--- src/rtl/sfe_pkg.sv ---
package sfe_pkg;

  localparam int FRAME_W = 32;
  localparam int ADDR_W  = 7;
  localparam int HALF_W  = 16;

  typedef enum logic [2:0] {W_IDLE, W_LEAD, W_SHIFT, W_TAIL, W_GAP} wire_state_e;
  typedef enum logic [1:0] {Q_IDLE, Q_LAUNCH, Q_WAIT, Q_FINISH} seq_state_e;

  // nibble-XOR check over bits 31:4, seeded with 0xA, top nibble first
  function automatic logic [3:0] nib_sum(input logic [FRAME_W-1:0] w);
    logic [3:0] s;
    s = 4'hA;
    for (int i = FRAME_W/4 - 1; i >= 1; i--) s = s ^ w[i*4 +: 4];
    return s;
  endfunction

  function automatic logic [FRAME_W-1:0] build_cmd(input logic [ADDR_W-1:0] a,
                                                   input logic wr,
                                                   input logic [HALF_W-1:0] d);
    logic [FRAME_W-1:0] w;
    w = {(wr ? d : {HALF_W{1'b0}}), 1'b0, a, wr, 7'h00};
    w[3:0] = nib_sum(w);
    return w;
  endfunction

endpackage

--- src/rtl/sfe_spi_word.sv ---
module sfe_spi_word
  import sfe_pkg::*;
#(
  parameter int HALF_CYC = 2,
  parameter int GAP_CYC  = 4,
  parameter int WORD_W   = 32
) (
  input  logic              clk,
  input  logic              rst_n,
  input  logic              start,
  input  logic [WORD_W-1:0] tx_word,
  output logic              fin,
  output logic [WORD_W-1:0] rx_word,
  output logic              sclk,
  output logic              cs_n,
  output logic              mosi,
  input  logic              miso
);
  localparam int SPAN  = (HALF_CYC > GAP_CYC) ? HALF_CYC : GAP_CYC;
  localparam int CNT_W = $clog2(SPAN + 1);
  localparam int BIT_W = $clog2(WORD_W);
  localparam logic [CNT_W-1:0] HALF_END = CNT_W'(HALF_CYC - 1);
  localparam logic [CNT_W-1:0] GAP_END  = CNT_W'(GAP_CYC - 1);
  localparam logic [BIT_W-1:0] LAST_BIT = BIT_W'(WORD_W - 1);

  wire_state_e       st;
  logic [CNT_W-1:0]  cnt;
  logic [BIT_W-1:0]  bit_cnt;
  logic [WORD_W-1:0] tx_sh;

  always_ff @(posedge clk or negedge rst_n) begin
    if (!rst_n) begin
      st      <= W_IDLE;
      cnt     <= '0;
      bit_cnt <= '0;
      tx_sh   <= '0;
      rx_word <= '0;
      sclk    <= 1'b1;
      cs_n    <= 1'b1;
      mosi    <= 1'b0;
      fin     <= 1'b0;
    end else begin
      fin <= 1'b0;
      case (st)
        W_IDLE: if (start) begin
          tx_sh <= tx_word;
          cs_n  <= 1'b0;
          cnt   <= '0;
          st    <= W_LEAD;
        end
        W_LEAD: begin
          if (cnt == HALF_END) begin
            cnt     <= '0;
            bit_cnt <= '0;
            st      <= W_SHIFT;
          end else cnt <= cnt + 1'b1;
        end
        W_SHIFT: begin
          if (cnt == HALF_END) begin
            cnt <= '0;
            if (sclk) begin
              sclk  <= 1'b0;                 // falling edge: present next bit
              mosi  <= tx_sh[WORD_W-1];
              tx_sh <= {tx_sh[WORD_W-2:0], 1'b0};
            end else begin
              sclk    <= 1'b1;               // rising edge: capture reply bit
              rx_word <= {rx_word[WORD_W-2:0], miso};
              if (bit_cnt == LAST_BIT) st <= W_TAIL;
              else bit_cnt <= bit_cnt + 1'b1;
            end
          end else cnt <= cnt + 1'b1;
        end
        W_TAIL: begin
          if (cnt == HALF_END) begin
            cnt  <= '0;
            cs_n <= 1'b1;
            st   <= W_GAP;
          end else cnt <= cnt + 1'b1;
        end
        W_GAP: begin
          if (cnt == GAP_END) begin
            cnt <= '0;
            fin <= 1'b1;
            st  <= W_IDLE;
          end else cnt <= cnt + 1'b1;
        end
        default: st <= W_IDLE;
      endcase
    end
  end
endmodule

--- src/rtl/sfe_reply_check.sv ---
module sfe_reply_check
  import sfe_pkg::*;
(
  input  logic [FRAME_W-1:0] word,
  input  logic [HALF_W-1:0]  expect_data,
  input  logic               check_write,
  output logic [HALF_W-1:0]  data,
  output logic               crc_bad,
  output logic               sv_bad,
  output logic               wr_bad
);
  always_comb begin
    data    = word[FRAME_W-1 -: HALF_W];
    crc_bad = (word[3:0] != nib_sum(word));
    sv_bad  = (word[7:6] >= 2'd2);
    wr_bad  = check_write && (data != expect_data);
  end
endmodule

--- src/rtl/sreg_frame_engine.sv ---
module sreg_frame_engine
  import sfe_pkg::*;
#(
  parameter int              HALF_CYC = 2,
  parameter int              GAP_CYC  = 4,
  parameter logic [6:0]      CMD_REG  = 7'h50
) (
  input  logic        clk,
  input  logic        rst_n,
  input  logic        req_valid,
  output logic        req_ready,
  input  logic [6:0]  req_addr,
  input  logic        req_write,
  input  logic        req_wide,
  input  logic [31:0] req_wdata,
  output logic        done,
  output logic [31:0] rd_data,
  output logic        err_crc,
  output logic        err_status,
  output logic        err_wrback,
  output logic        spi_sclk,
  output logic        spi_cs_n,
  output logic        spi_mosi,
  input  logic        spi_miso
);
  localparam logic [1:0] LAST_WIDE   = 2'd2;
  localparam logic [1:0] LAST_NARROW = 2'd1;

  seq_state_e          st;
  logic [ADDR_W-1:0]   addr_q;
  logic                wr_q, wide_q;
  logic [FRAME_W-1:0]  wdata_q;
  logic [1:0]          fidx;
  logic [HALF_W-1:0]   hi_q, lo_q;
  logic                fin;
  logic [FRAME_W-1:0]  tx_word, rx_word;
  logic [HALF_W-1:0]   rep_data, exp_half;
  logic                crc_bad, sv_bad, wr_bad;
  logic                send_hi, rep_hi, accept;
  logic [1:0]          last_idx;
  logic [ADDR_W-1:0]   tx_addr;

  assign req_ready = (st == Q_IDLE);
  assign accept    = req_valid && req_ready;
  assign last_idx  = wide_q ? LAST_WIDE : LAST_NARROW;
  assign send_hi   = wide_q && (fidx == 2'd0);
  assign rep_hi    = wide_q && (fidx == 2'd1);
  assign tx_addr   = send_hi ? addr_q + 7'd1 : addr_q;
  assign tx_word   = build_cmd(tx_addr, wr_q, send_hi ? wdata_q[31:16] : wdata_q[15:0]);
  assign exp_half  = rep_hi ? wdata_q[31:16] : wdata_q[15:0];

  sfe_spi_word #(.HALF_CYC(HALF_CYC), .GAP_CYC(GAP_CYC), .WORD_W(FRAME_W)) u_wire (
    .clk     (clk),
    .rst_n   (rst_n),
    .start   (st == Q_LAUNCH),
    .tx_word (tx_word),
    .fin     (fin),
    .rx_word (rx_word),
    .sclk    (spi_sclk),
    .cs_n    (spi_cs_n),
    .mosi    (spi_mosi),
    .miso    (spi_miso)
  );

  sfe_reply_check u_check (
    .word        (rx_word),
    .expect_data (exp_half),
    .check_write (wr_q && (addr_q != CMD_REG)),
    .data        (rep_data),
    .crc_bad     (crc_bad),
    .sv_bad      (sv_bad),
    .wr_bad      (wr_bad)
  );

  always_ff @(posedge clk or negedge rst_n) begin
    if (!rst_n) begin
      st         <= Q_IDLE;
      addr_q     <= '0;
      wr_q       <= 1'b0;
      wide_q     <= 1'b0;
      wdata_q    <= '0;
      fidx       <= '0;
      hi_q       <= '0;
      lo_q       <= '0;
      done       <= 1'b0;
      rd_data    <= '0;
      err_crc    <= 1'b0;
      err_status <= 1'b0;
      err_wrback <= 1'b0;
    end else begin
      done <= 1'b0;
      case (st)
        Q_IDLE: if (accept) begin
          addr_q     <= req_addr;
          wr_q       <= req_write;
          wide_q     <= req_wide;
          wdata_q    <= req_wdata;
          fidx       <= '0;
          err_crc    <= 1'b0;
          err_status <= 1'b0;
          err_wrback <= 1'b0;
          st         <= Q_LAUNCH;
        end
        Q_LAUNCH: st <= Q_WAIT;
        Q_WAIT: if (fin) begin
          if (fidx != 2'd0) begin      // frame 0 carries a stale reply
            err_crc    <= err_crc    | crc_bad;
            err_status <= err_status | sv_bad;
            err_wrback <= err_wrback | wr_bad;
            if (rep_hi) hi_q <= rep_data;
            else        lo_q <= rep_data;
          end
          if (fidx == last_idx) st <= Q_FINISH;
          else begin
            fidx <= fidx + 2'd1;
            st   <= Q_LAUNCH;
          end
        end
        Q_FINISH: begin
          done    <= 1'b1;
          rd_data <= wide_q ? {hi_q, lo_q} : {16'h0000, lo_q};
          st      <= Q_IDLE;
        end
        default: st <= Q_IDLE;
      endcase
    end
  end
endmodule

--- config.mk ---
export PLATFORM = sky130hd
export DESIGN_NAME = sreg_frame_engine
export DESIGN_NICKNAME = d
export VERILOG_FILES = /design/src/rtl/sfe_pkg.sv /design/src/rtl/sfe_spi_word.sv /design/src/rtl/sfe_reply_check.sv /design/src/rtl/sreg_frame_engine.sv
export SDC_FILE = /design/constraint.sdc
export NUM_CORES = 1
export LEC_CHECK = 0
export BUFFER_PORTS_ARGS = -buffer_cell sky130_fd_sc_hd__buf_4
export CAP_MARGIN = 20
export CORE_MARGIN = 1.5
export CORE_UTILIZATION = 59
export CTS_CLUSTER_DIAMETER = 200
export DETAILED_ROUTE_END_ITERATION = 10
export GPL_TIMING_DRIVEN = 0
export PLACE_DENSITY = 0.82
export RECOVER_POWER = 50
export SYNTH_ARGS = -nofsm -noshare
export SYNTH_HDL_FRONTEND = slang
export SYNTH_SLANG_ARGS = --single-unit
--- constraint.sdc ---
create_clock -name clk -period 2.4 [get_ports clk]
set_input_delay 0.48 -clock clk [delete_from_list [all_inputs] [get_ports clk]]
set_output_delay 0.48 -clock clk [all_outputs]
set_load 0.01 [all_outputs]
# [Word-level counts from Yosys, hierarchy flattened]
# Cells that the tools add are included.
[totals] ff_bits=192 latch_bits=0 ram_bits=0 romBits=0 n_memories=0
[op_classes] addsub=4 mul=0 div=0 magnitude_cmp=1 eq_ne=28 n_shift=0 muxes=52 n_bitwise=19 reduce_logical=29
[ops] operator="$mux 32" count=4
[ops] operator="$pmux 32 s2" count=1
[ops] operator="$mux 16" count=3
[ops] operator="$xor 4x4->4" count=11
[ops] operator="$mux 3" count=10
[ops] operator="$mux 5" count=4
[ops] operator="$reduce_and 4->1" count=5
[ops] operator="$ne 2x1->1 const B" count=9
[ops] operator="$ne 16x16->1" count=1
[ops] operator="$pmux 3 s5" count=1
[ops] operator="$mux 2" count=7
[ops] operator="$mux 1" count=13
[ops] operator="$pmux 5 s2" count=1
[ops] operator="$reduce_bool 2->1" count=5
[ops] operator="$eq 3x2->1 const B" count=3
[ops] operator="$pmux 3 s3" count=1
[ops] operator="$reduce_and 3->1" count=3
[ops] operator="$ne 2x2->1 const B" count=4
[ops] operator="$pmux 1 s2" count=4
[ops] operator="$pmux 2 s4" count=1
[ops] operator="$reduce_and 2->1" count=4
[ops] operator="$add 7x1->7 const B" count=1
[ops] operator="$mux 7" count=1
[ops] operator="$ne 7x7->1 const B" count=1
[ops] operator="other kinds (23)" count=35

# [Logic depth before layout (Yosys ltp)]
[logic_depth] depth_word=13 mapped_depth=11 depth_no_buf=9

# [Hierarchy]
# From an unflattened synthesis, not the netlist that was laid out.
[unflattened] cells_unflattened=748 area_unflattened_um2=9541.7
[by_module_without_submodules] mod="sreg_frame_engine" n_inst=1 cells_each=426 area_each_um2=5327.6 seq_area_each_um2=2827.7
[by_module_without_submodules] mod="sfe_spi_word" n_inst=1 cells_each=255 area_each_um2=3662.3 seq_area_each_um2=1979.4
[by_module_without_submodules] mod="sfe_reply_check" n_inst=1 cells_each=67 area_each_um2=551.8 seq_area_each_um2=0.0

# [Worst setup path before layout]
# Ideal clock, no wire load.
[synth_path] kind="flip-flop to flip-flop" startpoint="register fidx[0]" endpoint="register u_wire.tx_sh[2]" arrival_time_ns=1.892 path_slack_ns=0.382 path_stages_with_launch=11 path_buffers=2 period_less_slack_ns=2.018 path_cell_list="dfrtp_1 > inv_1 > ha_1 > buf_4 > and2_1 > buf_4 > nand4_1 > xor2_1 > xnor3_1 > nor2_1 > o21ai_0"
[synth_via] elab_chain_cells=12
[synth_lines] element="start: declaration" line="sreg_frame_engine.sv:33" source="logic [1:0] fidx;"
[synth_lines] element="start signal: assignment" line="sreg_frame_engine.sv:115" source="fidx <= fidx + 2'd1;"
[synth_lines] element="$logic_not 2->1 (*)" line="sreg_frame_engine.sv:46" source="assign send_hi = wide_q && (fidx == 2'd0);"
[synth_lines] element="$logic_and 1x1->1 (*)" line="sreg_frame_engine.sv:46"
[synth_lines] element="$mux 16" line="sreg_frame_engine.sv:49" source="assign tx_word = build_cmd(tx_addr, wr_q, send_hi ? wdata_q[31:16] : wdata_q[15:0]);"
[synth_lines] element="$mux 16" line="sfe_pkg.sv:22" source="w = {(wr ? d : {HALF_W{1'b0}}), 1'b0, a, wr, 7'h00};"
[synth_lines] element="$xor 4x4->4 (3 in a row)" line="sfe_pkg.sv:14" source="for (int i = FRAME_W/4 - 1; i >= 1; i--) s = s ^ w[i*4 +: 4];"
[synth_lines] element="$xor 4x3->4" line="sfe_pkg.sv:14"
[synth_lines] element="$xor 4x4->4 (*) (2 in a row)" line="sfe_pkg.sv:14"
[synth_lines] element="$mux 32 (*)" line="sfe_spi_word.sv:45" source="W_IDLE: if (start) begin"
[synth_lines] element="$pmux 32 s2 (*)" line="sfe_spi_word.sv:44" source="case (st)"
[synth_lines] element="end signal: assignment" line="sfe_spi_word.sv:46" source="tx_sh <= tx_word;"
[synth_lines] element="end signal: assignment" line="sfe_spi_word.sv:64" source="tx_sh <= {tx_sh[WORD_W-2:0], 1'b0};"
[synth_lines] element="end: declaration" line="sfe_spi_word.sv:29" source="logic [WORD_W-1:0] tx_sh;"
# Every way passes the cells marked *; elsewhere a longest branch is shown, timed or not. The select of a mux whose other input is x is not followed.
# A chain may end at the register's enable or synchronous reset.

# [Worst setup path after layout]
[layout_path] startpoint="register fidx[1]" endpoint="register u_wire.tx_sh[2]"
# The elaborated chain is that of the path after synthesis.

==> flow_summary.yaml <==
place:
  routabilityCongestion: 0.8652
  dp_hpwl_microns: 15000
  io_buffers: 84
  dp_cells: 1115
  place_ws_ns: -0.01807
setup_path:
  worstPathRequired_ns: 2.72
  critPathMaxFanout: 8
  cp-start-kind: "flip-flop"
  rrSetupSlack_ns: 0.02
  crit_slowest_cell: "xnor3_1"
  reg2reg_from: "fidx[1]"
  crit_arrival_ns: 2.70
  slowest_delay_ns: 0.44
  setup.worst_path.class: "flip-flop to flip-flop"
  critPathBufInv: 3
  path_delay_family: "XOR/XNOR gates"
  crit_start: "fidx[1]"
  reg2regPathDepth: 10
  crit_chain: "inv_2 > ha_4 > buf_6 > and2_4 > buf_6 > o21ai_4 > xnor3_1 > xnor3_1 > nor2_1 > o21ai_1"
  timing.rr.end: "u_wire.tx_sh[2]"
  endpoint_kind: "flip-flop"
cells_and_area:
  stdcell_count: 1157
  area_growth_pct: 18.74
  fillers: 1014
  drive_above_1_share_pct: 25.59
  multi_input_area_sq_um: 3995
  antennaDiodeCount: 0
  finalNetCount: 1015
  utilization_pct: 72.60
  seqCellArea_sq_um: 4808
outcome:
  violations: "max-capacitance violations, max-slew violations"
  status: "finished with violations"
floorplan:
  start_util_pct: 61.14
  die_w_microns: 126.4
  dieHeight_microns: 126.4
  die-area_sq_um: 15980
  ios: 85
  rows: 44
  fp.coreArea_sq_um: 14700
sta:
  setup_viol: 0
  fin_ws_ns: 0.02350
  tightest_slew_ns: 1.964
  max_slew_margin_pct: -30.91
  finalHoldViolations: 0
  fin_skew_ns: 0.009670
  period_share_pct: 99.02
  period_needed_ns: 2.377
  slew_violations: 91
  clock.fmax_mhz: 420.8
  hold_slack_ns: 0.2205
min_path:
  min_path_cells: 3
  hold_end: "addr_q[5]"
  min_from: "req_addr[5]"
  min_path_type: "input port to flip-flop"
power:
  power.density_nw_per_um2: 1140
  netSwitchingPower_uw: 4655
  leakage_uw: 0.005272
  p_clk_share_pct: 23.9
  power.internal_uw: 7507
  peakVddDrop_v: 0.0007603
  swShare_pct: 38.28
  p_seq_share_pct: 37.8
  pwr-share-comb_pct: 38.3
detailed_routing:
  drtIter0Drc: 586
  final_antenna_net_count: 0
  drt_wl_total_microns: 21760
  wl_per_cell_microns: 18.81
  route.detailed.drc: 0
  dr_total_vias: 6735
  vias_per_cell: 5.821
  firstDrtPassIters: 5
clock_tree:
  clockRootBuffer: "clkbuf_16"
  cts_sinks: 192
  clockBufferDepth: 2
  cts_buffers: 17
  clk_latency_ns: 0.44
  clk_pin_slew_ns: 0.08
  cts_tree: "done"
  htreeDepth: 4
global_route:
  grt_antenna_before_repair: 0
  grt_pass1_wl_microns: 35200
  overflow: 0
  first_global_vias: 6762
  grt_max_degree: 103
  grt_usage_pct: 28.64
logic_synthesis:
  syn-num-nets: 901
  synth_most_common_cell: "nand2_1"
  ys.warnings.count: 0
  synth_top_area_cell: "dfrtp_1"
  ys.flop_type: "dfrtp_1"
  synth-edff-count: 0
  async_flop_share_pct: 100.0
  synth_area_leaders: "dfrtp_1 53%, mux2_2 10%, nand2_1 9.0%"
  ys_ff_latch: 192
  synth_top_area_share_pct: 52.90
  ys_top_cells_by_count: "216 x nand2_1, 190 x dfrtp_1, 83 x mux2_2, 58 x o21ai_0, 53 x xnor2_1"
  ys_types: 51
  synth_area_sq_um: 8987
  synth.avg_cell_area_sq_um: 10.62
  synthCells: 846
  yosysSeqAreaShare_pct: 53.49
run:
  maxCapViolations: 1
[worst max path at each step]
stage / depth (start not counted) / to / slack [ns]
3_3_place_gp: 1 / u_wire.tx_sh[5] / -0.35
6_report: 10 / u_wire.tx_sh[2] / 0.02
4_1_cts: 11 / u_wire.tx_sh[3] / 0.007
3_5_place_dp: 10 / u_wire.tx_sh[2] / -0.02
2_1_floorplan: 10 / u_wire.tx_sh[2] / 0.38
5_1_grt: 9 / err_wrback / -0.03
[power groups by stage]
stage	combinational (uW)	clock [uW]	sequential, uW
6_report	4660	2900	4600
5_1_grt	5110	3100	4680
4_1_cts	4240	2930	4550
3_5_place_dp	4200	0	4590
3_3_place_gp	4050	0	4570
2_1_floorplan	3150	0	4410
[metrics by stage]
step,setup TNS [ns],total power (uW),cell area (sq um)
after floorplan,0,7558,8987
after detailed placement,-0.01807,8788,9883
after global routing,-0.05121,12900,10670
after CTS,0,11720,10500
after global placement,-63.52,8617,9848
final,0,12160,10670
[layer usage]
layer / global-route usage [%] / part of all wire, % / vias up
li1: - / - / 3077
met2: 45.00 / 47 / 244
met3: 5.399 / 6.4 / 54
met5: 0 / 0 / -
met1: 39.83 / 44 / 3360
met4: 11.36 / 2.6 / 0
[state kept, by name, indices dropped and copies added (netlist names), 2 cells and up]
| name | cells |
|---|---|
| hi_q | 16 |
| st | 2 |
| lo_q | 16 |
| addr_q | 7 |
| rd_data | 32 |
| u_wire.tx_sh | 32 |
| wdata_q | 32 |
| u_wire.cnt | 3 |
| u_wire.st | 3 |
| u_wire.rx_word | 32 |
| fidx | 2 |
| u_wire.bit_cnt | 5 |
[cell families (layout without fill, tap and decap cells)]
logic type | Yosys count | after routing | synth area share [%]
multiplexers | 112 | 112 | 13.63
buffers and inverters | 56 | 183 | 3.090
AND/OR/NAND/NOR | 296 | 296 | 14.20
AO/OA/AOI/OAI | 109 | 109 | 6.975
flip-flops | 192 | 192 | 53.49
adder cells (fa/ha/maj) | 10 | 10 | 1.392
XOR/XNOR | 71 | 71 | 7.225
[worst register-to-register path: cells and delay by family (launching register included)]
kind	cells	cell delay, ns
xor gates and xnor gates	2	0.82
DFF	1	0.41
buffers and inverters	3	0.34
and+or+nand+nor	2	0.30
AOI/OAI and AO/OA	2	0.22
adders and majority gates	1	0.17
[cells in the final DEF (no fill, tap or decap), types with 4 or more instances in the layout]
master     instances
a31oi_1            5
nand4_1           14
nand2_1          216
xnor2_1           52
nor2_1            24
buf_4             87
o211ai_1           4
mux2i_2            5
mux2i_1           23
ha_1               8
clkbuf_1          32
a22o_1             7
buf_2              8
o21ai_0           51
clkbuf_16         18
inv_8              5
o21ai_1            7
buf_6              7
nand3_1            5
a21oi_1           19
mux2_2            83
xor2_1            15
and3_1             9
dfrtp_1          189
inv_1              8
[cell type report]
type	count	share of cell area, %
buffer	46	2.486
clock inverter	13	1.524
inverter	10	0.3517
tap	184	2.157
multi-input combinational	598	37.44
timing repair buffer	95	6.742
clock buffer	19	4.244
sequential	192	45.06
[what timing repair did]
item | in CTS | in global routing
endpoints found under the setup margin | 1 | 17
pin swaps | 0 | 10
resized for setup | 2 | 38
setup buffers | 0 | 8
hold buffers | 0 | 0
cloned | 0 | 2
(Power assumes the default switching activity.)
